==> config.mk <==
export PLATFORM = sky130hd
export DESIGN_NAME = bankreg_core
export DESIGN_NICKNAME = d
export VERILOG_FILES = /design/src/rtl/bankreg_pkg.sv /design/src/rtl/bankreg_arbiter.sv /design/src/rtl/bankreg_storage.sv /design/src/rtl/bankreg_status.sv /design/src/rtl/bankreg_core.sv
export SDC_FILE = /design/constraint.sdc
export NUM_CORES = 2
export LEC_CHECK = 0
export BUFFER_PORTS_ARGS = -buffer_cell sky130_fd_sc_hd__buf_2
export CORE_MARGIN = 4
export CORE_UTILIZATION = 45
export DETAILED_ROUTE_END_ITERATION = 7
export PLACE_DENSITY_LB_ADDON = 0.05
export SLEW_MARGIN = 20
export SYNTH_ARGS = -nofsm -noshare
export SYNTH_HDL_FRONTEND = slang
export SYNTH_HIERARCHICAL = 1
export SYNTH_SLANG_ARGS = --single-unit
==> constraint.sdc <==
create_clock -name clk -period 4.8 [get_ports clk]
set_input_delay 0 -clock clk [delete_from_list [all_inputs] [get_ports clk]]
set_output_delay 0 -clock clk [all_outputs]
set_load 0.005 [all_outputs]
==> src/rtl/bankreg_pkg.sv <==
package bankreg_pkg;

  localparam int STAT_W       = 8;
  localparam int IBIT         = 7;
  localparam int FBIT         = 6;
  localparam int NUM_ARCH     = 16;
  localparam int FIQ_BASE     = NUM_ARCH;          // 7 private FIQ copies of R8..R14
  localparam int FIQ_COUNT    = 7;
  localparam int PRIV_BASE    = FIQ_BASE + FIQ_COUNT;
  localparam int PRIV_MODES   = 4;                 // svc, abt, und, irq
  localparam int PHYS_ENTRIES = PRIV_BASE + 2 * PRIV_MODES;
  localparam int PHYS_W       = $clog2(PHYS_ENTRIES);
  localparam int NUM_EXC      = 7;
  localparam int KIND_W       = 3;
  localparam int SAVED_SLOTS  = 5;

  localparam logic [2:0] MODE_USR = 3'd0;
  localparam logic [2:0] MODE_SYS = 3'd1;
  localparam logic [2:0] MODE_SVC = 3'd2;
  localparam logic [2:0] MODE_ABT = 3'd3;
  localparam logic [2:0] MODE_UND = 3'd4;
  localparam logic [2:0] MODE_IRQ = 3'd5;
  localparam logic [2:0] MODE_FIQ = 3'd6;
  localparam logic [2:0] MODE_BAD = 3'd7;

  localparam logic [STAT_W-1:0] STAT_RESET = 8'hC2;

  // Request index equals priority rank (0 is highest).
  localparam logic [KIND_W-1:0] EXC_RST  = 3'd0;
  localparam logic [KIND_W-1:0] EXC_DABT = 3'd1;
  localparam logic [KIND_W-1:0] EXC_FIQ  = 3'd2;
  localparam logic [KIND_W-1:0] EXC_IRQ  = 3'd3;
  localparam logic [KIND_W-1:0] EXC_PABT = 3'd4;
  localparam logic [KIND_W-1:0] EXC_UND  = 3'd5;
  localparam logic [KIND_W-1:0] EXC_SWI  = 3'd6;

  function automatic logic has_saved(input logic [2:0] m);
    return (m >= MODE_SVC) && (m <= MODE_FIQ);
  endfunction

  function automatic logic [2:0] saved_slot(input logic [2:0] m);
    case (m)
      MODE_SVC: return 3'd0;
      MODE_ABT: return 3'd1;
      MODE_UND: return 3'd2;
      MODE_IRQ: return 3'd3;
      MODE_FIQ: return 3'd4;
      default:  return 3'd0;
    endcase
  endfunction

  function automatic logic [PHYS_W-1:0] phys_idx(input logic [2:0] m, input logic [3:0] r);
    logic [PHYS_W-1:0] res;
    res = PHYS_W'(r);
    if (m == MODE_FIQ && r >= 4'd8 && r <= 4'd14)
      res = PHYS_W'(FIQ_BASE) + PHYS_W'(r - 4'd8);
    else if ((r == 4'd13 || r == 4'd14) && m >= MODE_SVC && m <= MODE_IRQ)
      res = PHYS_W'(PRIV_BASE) + PHYS_W'({saved_slot(m), 1'b0}) + PHYS_W'(r == 4'd14);
    return res;
  endfunction

  function automatic logic [2:0] target_mode(input logic [KIND_W-1:0] k);
    case (k)
      EXC_RST:  return MODE_SVC;
      EXC_DABT: return MODE_ABT;
      EXC_FIQ:  return MODE_FIQ;
      EXC_IRQ:  return MODE_IRQ;
      EXC_PABT: return MODE_ABT;
      EXC_UND:  return MODE_UND;
      default:  return MODE_SVC;
    endcase
  endfunction

  function automatic logic [7:0] vec_off(input logic [KIND_W-1:0] k);
    case (k)
      EXC_RST:  return 8'h00;
      EXC_DABT: return 8'h10;
      EXC_FIQ:  return 8'h1C;
      EXC_IRQ:  return 8'h18;
      EXC_PABT: return 8'h0C;
      EXC_UND:  return 8'h04;
      default:  return 8'h08;
    endcase
  endfunction

endpackage

==> src/rtl/bankreg_arbiter.sv <==
module bankreg_arbiter
  import bankreg_pkg::*;
#(
  parameter int N = NUM_EXC
) (
  input  logic [N-1:0]      req,
  input  logic              i_mask,
  input  logic              f_mask,
  output logic              take,
  output logic [KIND_W-1:0] kind
);
  logic [N-1:0] eff;
  logic [N-1:0] grant;

  always_comb begin
    eff = req;
    eff[EXC_FIQ] = req[EXC_FIQ] & ~f_mask;
    eff[EXC_IRQ] = req[EXC_IRQ] & ~i_mask;
  end

  for (genvar i = 0; i < N; i++) begin : g_pick
    if (i == 0) begin : g_top
      assign grant[i] = eff[i];
    end else begin : g_rest
      assign grant[i] = eff[i] & ~(|eff[i-1:0]);
    end
  end

  always_comb begin
    kind = '0;
    for (int j = 0; j < N; j++)
      if (grant[j]) kind = KIND_W'(j);
  end

  assign take = |eff;

  always_comb begin
    a_one_grant_r8: assert ($onehot0(grant));
  end
endmodule

==> src/rtl/bankreg_storage.sv <==
module bankreg_storage #(
  parameter int DW    = 32,
  parameter int DEPTH = 31
) (
  input  logic                     clk,
  input  logic                     rst,
  input  logic                     we0,
  input  logic [$clog2(DEPTH)-1:0] wa0,
  input  logic [DW-1:0]            wd0,
  input  logic                     we1,
  input  logic [$clog2(DEPTH)-1:0] wa1,
  input  logic [DW-1:0]            wd1,
  input  logic [$clog2(DEPTH)-1:0] ra_a,
  input  logic [$clog2(DEPTH)-1:0] ra_b,
  output logic [DW-1:0]            rd_a,
  output logic [DW-1:0]            rd_b
);
  logic [DW-1:0] mem [DEPTH];

  // Port 1 is assigned last, so it wins on a shared address.
  always_ff @(posedge clk) begin
    if (we0) mem[wa0] <= wd0;
    if (we1) mem[wa1] <= wd1;
  end

  always_ff @(posedge clk) begin
    if (rst) begin
      rd_a <= '0;
      rd_b <= '0;
    end else begin
      rd_a <= mem[ra_a];
      rd_b <= mem[ra_b];
    end
  end
endmodule

==> src/rtl/bankreg_status.sv <==
module bankreg_status
  import bankreg_pkg::*;
(
  input  logic              clk,
  input  logic              rst,
  input  logic              wr_en,
  input  logic [STAT_W-1:0] wr_data,
  input  logic              take,
  input  logic [KIND_W-1:0] kind,
  output logic [STAT_W-1:0] status_q,
  output logic [STAT_W-1:0] saved_out
);
  logic [STAT_W-1:0] saved_q [SAVED_SLOTS];
  logic [2:0]        cur_mode;
  logic [2:0]        tgt_mode;
  logic              new_f;

  assign cur_mode = status_q[2:0];
  assign tgt_mode = target_mode(kind);
  assign new_f    = status_q[FBIT] | (kind == EXC_FIQ) | (kind == EXC_RST);

  always_ff @(posedge clk) begin
    if (rst) begin
      status_q <= STAT_RESET;
      for (int s = 0; s < SAVED_SLOTS; s++) saved_q[s] <= '0;
    end else if (take) begin
      saved_q[saved_slot(tgt_mode)] <= status_q;
      status_q <= {1'b1, new_f, status_q[5:3], tgt_mode};
    end else if (wr_en) begin
      if (cur_mode == MODE_USR)
        status_q[5:3] <= wr_data[5:3];
      else if (wr_data[2:0] != MODE_BAD)
        status_q <= wr_data;
    end
  end

  assign saved_out = has_saved(cur_mode) ? saved_q[saved_slot(cur_mode)] : '0;

  p_entry_sets_i_r9: assert property (@(posedge clk) disable iff (rst)
    take |=> status_q[IBIT]);
  p_fast_entry_sets_f_r9: assert property (@(posedge clk) disable iff (rst)
    (take && (kind == EXC_FIQ || kind == EXC_RST)) |=> status_q[FBIT]);
  p_saved_copy_r9: assert property (@(posedge clk) disable iff (rst)
    take |=> saved_out == $past(status_q));
  p_user_keeps_mode_r6: assert property (@(posedge clk) disable iff (rst)
    (cur_mode == MODE_USR && !take) |=> cur_mode == MODE_USR);
endmodule

==> src/rtl/bankreg_core.sv <==
module bankreg_core
  import bankreg_pkg::*;
#(
  parameter int          DATA_W   = 32,
  parameter logic [31:0] VEC_BASE = 32'h0000_0000
) (
  input  logic              clk,
  input  logic              rst,
  input  logic [3:0]        rd_a_idx,
  input  logic [3:0]        rd_b_idx,
  output logic [DATA_W-1:0] rd_a_data,
  output logic [DATA_W-1:0] rd_b_data,
  input  logic              wr_en,
  input  logic [3:0]        wr_idx,
  input  logic [DATA_W-1:0] wr_data,
  input  logic              stat_wr_en,
  input  logic [7:0]        stat_wr_data,
  input  logic              req_reset,
  input  logic              req_undef,
  input  logic              req_swi,
  input  logic              req_pabt,
  input  logic              req_dabt,
  input  logic              req_irq,
  input  logic              req_fiq,
  input  logic [DATA_W-1:0] exc_ret_addr,
  output logic [7:0]        status,
  output logic [7:0]        saved_status,
  output logic              exc_taken,
  output logic [DATA_W-1:0] exc_vector
);
  localparam logic [DATA_W-1:0] BASE = DATA_W'(VEC_BASE);

  logic [NUM_EXC-1:0] req_vec;
  logic               take;
  logic [KIND_W-1:0]  kind;
  logic [2:0]         cur_mode;
  logic [PHYS_W-1:0]  pa_w, pa_link, pa_ra, pa_rb;

  assign req_vec  = {req_swi, req_undef, req_pabt, req_irq, req_fiq, req_dabt, req_reset};
  assign cur_mode = status[2:0];
  assign pa_w     = phys_idx(cur_mode, wr_idx);
  assign pa_link  = phys_idx(target_mode(kind), 4'd14);
  assign pa_ra    = phys_idx(cur_mode, rd_a_idx);
  assign pa_rb    = phys_idx(cur_mode, rd_b_idx);

  bankreg_arbiter #(.N(NUM_EXC)) u_arb (
    .req    (req_vec),
    .i_mask (status[IBIT]),
    .f_mask (status[FBIT]),
    .take   (take),
    .kind   (kind)
  );

  bankreg_status u_stat (
    .clk       (clk),
    .rst       (rst),
    .wr_en     (stat_wr_en),
    .wr_data   (stat_wr_data),
    .take      (take),
    .kind      (kind),
    .status_q  (status),
    .saved_out (saved_status)
  );

  bankreg_storage #(.DW(DATA_W), .DEPTH(PHYS_ENTRIES)) u_mem (
    .clk  (clk),
    .rst  (rst),
    .we0  (wr_en),
    .wa0  (pa_w),
    .wd0  (wr_data),
    .we1  (take),
    .wa1  (pa_link),
    .wd1  (exc_ret_addr),
    .ra_a (pa_ra),
    .ra_b (pa_rb),
    .rd_a (rd_a_data),
    .rd_b (rd_b_data)
  );

  always_ff @(posedge clk) begin
    if (rst) begin
      exc_taken  <= 1'b0;
      exc_vector <= '0;
    end else begin
      exc_taken <= take;
      if (take) exc_vector <= BASE + DATA_W'(vec_off(kind));
    end
  end

  p_entry_has_request_r8: assert property (@(posedge clk) disable iff (rst)
    exc_taken |-> $past(|req_vec));
  p_irq_vector_mode_r10: assert property (@(posedge clk) disable iff (rst)
    (exc_taken && exc_vector == BASE + DATA_W'(8'h18)) |-> cur_mode == MODE_IRQ);
  p_fiq_vector_mode_r10: assert property (@(posedge clk) disable iff (rst)
    (exc_taken && exc_vector == BASE + DATA_W'(8'h1C)) |-> cur_mode == MODE_FIQ);
  p_quiet_saved_r7: assert property (@(posedge clk) disable iff (rst)
    (cur_mode == MODE_USR || cur_mode == MODE_SYS) |-> saved_status == 8'h00);
endmodule

==> metrics <==
detailed placer's ending HPWL=140 mm; data arrival time at the worst-slack endpoint=5.09 ns; clock transition at the register clock pins on the worst setup and hold paths after CTS=0.06 ns; via count of the first global-routing pass=41,447; number of synthesized flops with an enable pin=1,032; Util after Layout=51.0%; Placeable Area=140,000 um2; post-route minimum period=4.56 ns; cell accounting for the most synthesized area=sky130_fd_sc_hd__edfxtp_1; row cnt=137; total congestion overflow after global routing=0; delay of the slowest critical-path stage=0.67 ns; overall track demand over capacity in global routing=32.6%; global-route wire length before repair=337 mm; cell area after synthesis=63,800 um2; top cell types by occurrence after synthesis=sky130_fd_sc_hd__edfxtp_1, sky130_fd_sc_hd__mux2_2, sky130_fd_sc_hd__mux4_2; pins over their slew limit=503; Design Power=0.0247 W; number of top-level pins=208; Setup crit end kind=flop; combinational family with the most area after synthesis=multiplexers; clock tree root driver cell=sky130_fd_sc_hd__clkbuf_16; Simple-Gate Fraction of Synth Area=3.63%; worst clock skew=0.0257 ns; Die Outline Area=148,000 um2; detail-routed via count per cell=6.75; GP Congestion=0.821; Worst Max-Slew Pin Slew=6.11 ns; TNS Setup=0 ns; layout cell share with drive strength beyond 1=46.4%; Syn Area/Cell=15.2 um2; number of design-rule violations left by the first detailed-router iteration=5,039; TritonRoute pass-1 iters=6; Worst Setup Slack post-DPL=0.811 ns; clk_lat worst skew=0.78 ns; number of clock buffers inserted by TritonCTS=135; Lkg Pwr=23.7 nW; Port Buffer Count=178; number of antenna violations at the first check in global routing=15; Die X=384 um; register area=32,500 um2; area of all placed cells without fillers=71,400 um2; number of library cell types mapped by synthesis=77; maximum number of pins on one net before global-route repair=94; clock tree from TritonCTS=done; vertical die dimension=384 um; area growth from synthesis to final layout=12.0%; multi-input gate area in the final layout=29,100 um2; largest fanout on the critical path=18; xor-xnor portion of the synthesized cell area=0.122%; arithmetic-cell share of the synthesized area counting full adders, half adders and majority gates=0.0589%; count of nets left with antenna violations after detail routing=0; flip-flop cell with the highest count after synthesis=sky130_fd_sc_hd__edfxtp_1; maximum level of the CTS H-tree=4; required arrival time at the worst endpoint=5.33 ns; maximum clock rate=219 MHz; number of remaining DRC errors=0; Peak VDD IR=257 uV; proportion of register bits with asynchronous set or reset after synthesis=0%; PD cells=345 nW/um2; CP max stage cell=sky130_fd_sc_hd__nand3b_1; initial cell density of the core=45.5%; count of endpoints failing setup in the final report=0; drt wl/cell=39.2 um; Mapped Cells=4,194; Yosys warnings=6; unrepaired setup endpoints after global routing=false; cell type with the highest occurrence count on the critical path=sky130_fd_sc_hd__dlygate4sd3_1; multiplexer fraction of the synthesized cell area=34.7%; number of max-capacitance violations reported=0; number of fill cells in the layout=12,099; class of the most critical hold timing path=input pin to flop; startpoint-to-endpoint class of the critical path=flop to flop; fraction of the mapped netlist area in compound gates=6.03%; cell area after placement=66,300 um2; worst relative slew slack=-309%; number of sinks on the clock net=1,108; hold violation total from the final report=0; proportion of synthesized chip area in sequential cells=51.0%; post-synthesis register bit count=1,108; Synth top area share=48.6%; final period utilization=95.1%; maximum clock path buffer count=3; Worst Setup Slack, final=0.235 ns; Area contributors post-synth=sky130_fd_sc_hd__edfxtp_1, sky130_fd_sc_hd__mux2_2, sky130_fd_sc_hd__mux4_2, sky130_fd_sc_hd__mux2i_1, sky130_fd_sc_hd__dfxtp_1; DRT Wirelength=243 mm; run status=finished with violations; vias after detailed routing=41,934; startpoint class of the critical path=flop; failing checks=slew limit; cell with the most instances after synthesis=sky130_fd_sc_hd__edfxtp_1; final net count=4,323; sequence of cells on the critical path=nand2b_1, a311oi_1, dlygate4sd3_1, inv_2, nand3_1, o21ai_1, nand3b_1, nor2_4, buf_4, mux2_2, dlygate4sd3_1
per-layer routing:
| layer | vias to the layer above | global-route usage, % | wire [um] |
|---|---|---|---|
| met5 | - | 0 | 0 |
| met4 | 0 | 12.0 | 9620 |
| met3 | 429 | 6.21 | 20800 |
| met2 | 2144 | 52.3 | 115000 |
| met1 | 22433 | 44.3 | 98200 |
| li1 | 16928 | - | - |
cell type report:
cell class / count / share of cell area, %
sequential: 1108 / 45.5
multi-input combinational: 2553 / 40.7
clock buffer: 205 / 5.44
timing repair buffer: 419 / 4.64
tap: 1876 / 3.29
clock inverter: 37 / 0.384
inverter: 8 / 0.0420
antenna: 7 / 0.0245
state kept, by name (all words and copies together) (netlist names):
| register | flops |
|---|---|
| exc_taken | 1 |
| exc_vector | 3 |
| u_mem/mem | 992 |
| u_mem/rd_a | 32 |
| u_mem/rd_b | 32 |
| u_stat/saved_q | 40 |
| u_stat/status_q | 8 |
timing repair:
action                                 CTS  global route
buffers inserted                         0             0
endpoints found under the hold margin  621             0
hold buffers                            94             0
gates resized for setup                  0             1
setup endpoints to repair                0             5
worst max-delay path: cells and delay by family (launching register included):
kind | cells | cell delay (ns)
buffers and inverters | 4 | 1.69
and+or+nand+nor | 4 | 1.23
AOI/OAI and AO/OA | 2 | 0.64
muxes | 1 | 0.38
DFF | 1 | 0.37
cells by family (layout without fill, tap and decap cells):
family                   Yosys count  count (layout)
other                              2              38
AO/OA/AOI/OAI                    520             520
multiplexers                    1577            1577
flip-flops                      1108            1108
AND/OR/NAND/NOR                  414             414
adder cells (fa/ha/maj)            3               3
buffers and inverters            562             669
XOR/XNOR                           8               8
through the flow:
step           instances  hold slack, ns
2_1_floorplan       4223          0.0679
3_3_place_gp        5870           0.266
3_5_place_dp        5870           0.271
4_1_cts             6206         0.00121
5_1_grt             6211          0.0387
6_report            6213          0.0454
final timing paths:
kind | from | endpoint | slack, ns | depth (start not counted)
hold / removal | wr_data[27] | u_mem/mem[0][27] | 0.05 | 2
hold reg to reg | exc_vector[4] | exc_vector[4] | 0.47 | 2
setup / recovery | u_stat/status_q[6] | u_mem/mem[24][19] | 0.24 | 11
setup reg to reg | u_stat/status_q[6] | u_mem/mem[24][19] | 0.24 | 11
report_power, final:
part           internal, W  switching (W)
registers           0.0109       0.000153
logic              0.00155        0.00222
clock network      0.00573        0.00412
cells in the final DEF, fill, tap and decap left out, types with 31 or more instances in the layout:
master | Yosys | routed
sky130_fd_sc_hd__edfxtp_1 | 1032 | 1032
sky130_fd_sc_hd__mux2_2 | 989 | 989
sky130_fd_sc_hd__mux4_2 | 405 | 405
sky130_fd_sc_hd__buf_2 | 147 | 176
sky130_fd_sc_hd__mux2i_1 | 161 | 161
sky130_fd_sc_hd__clkbuf_16 | 0 | 140
sky130_fd_sc_hd__buf_4 | 72 | 118
sky130_fd_sc_hd__dlygate4sd3_1 | 0 | 94
sky130_fd_sc_hd__nand2_1 | 90 | 87
sky130_fd_sc_hd__a22o_1 | 86 | 86
sky130_fd_sc_hd__dfxtp_1 | 76 | 74
sky130_fd_sc_hd__o21ai_0 | 85 | 68
sky130_fd_sc_hd__nor2_1 | 71 | 66
sky130_fd_sc_hd__a211oi_1 | 64 | 64
sky130_fd_sc_hd__nor2b_1 | 60 | 56
sky130_fd_sc_hd__a21oi_1 | 53 | 51
sky130_fd_sc_hd__clkbuf_1 | 286 | 51
sky130_fd_sc_hd__o221ai_1 | 51 | 51
sky130_fd_sc_hd__and2_1 | 47 | 45
sky130_fd_sc_hd__o32ai_1 | 42 | 42
sky130_fd_sc_hd__nand2b_1 | 38 | 36
sky130_fd_sc_hd__conb_1 | 2 | 31
Note: power is estimated with default switching activity, not from simulation.
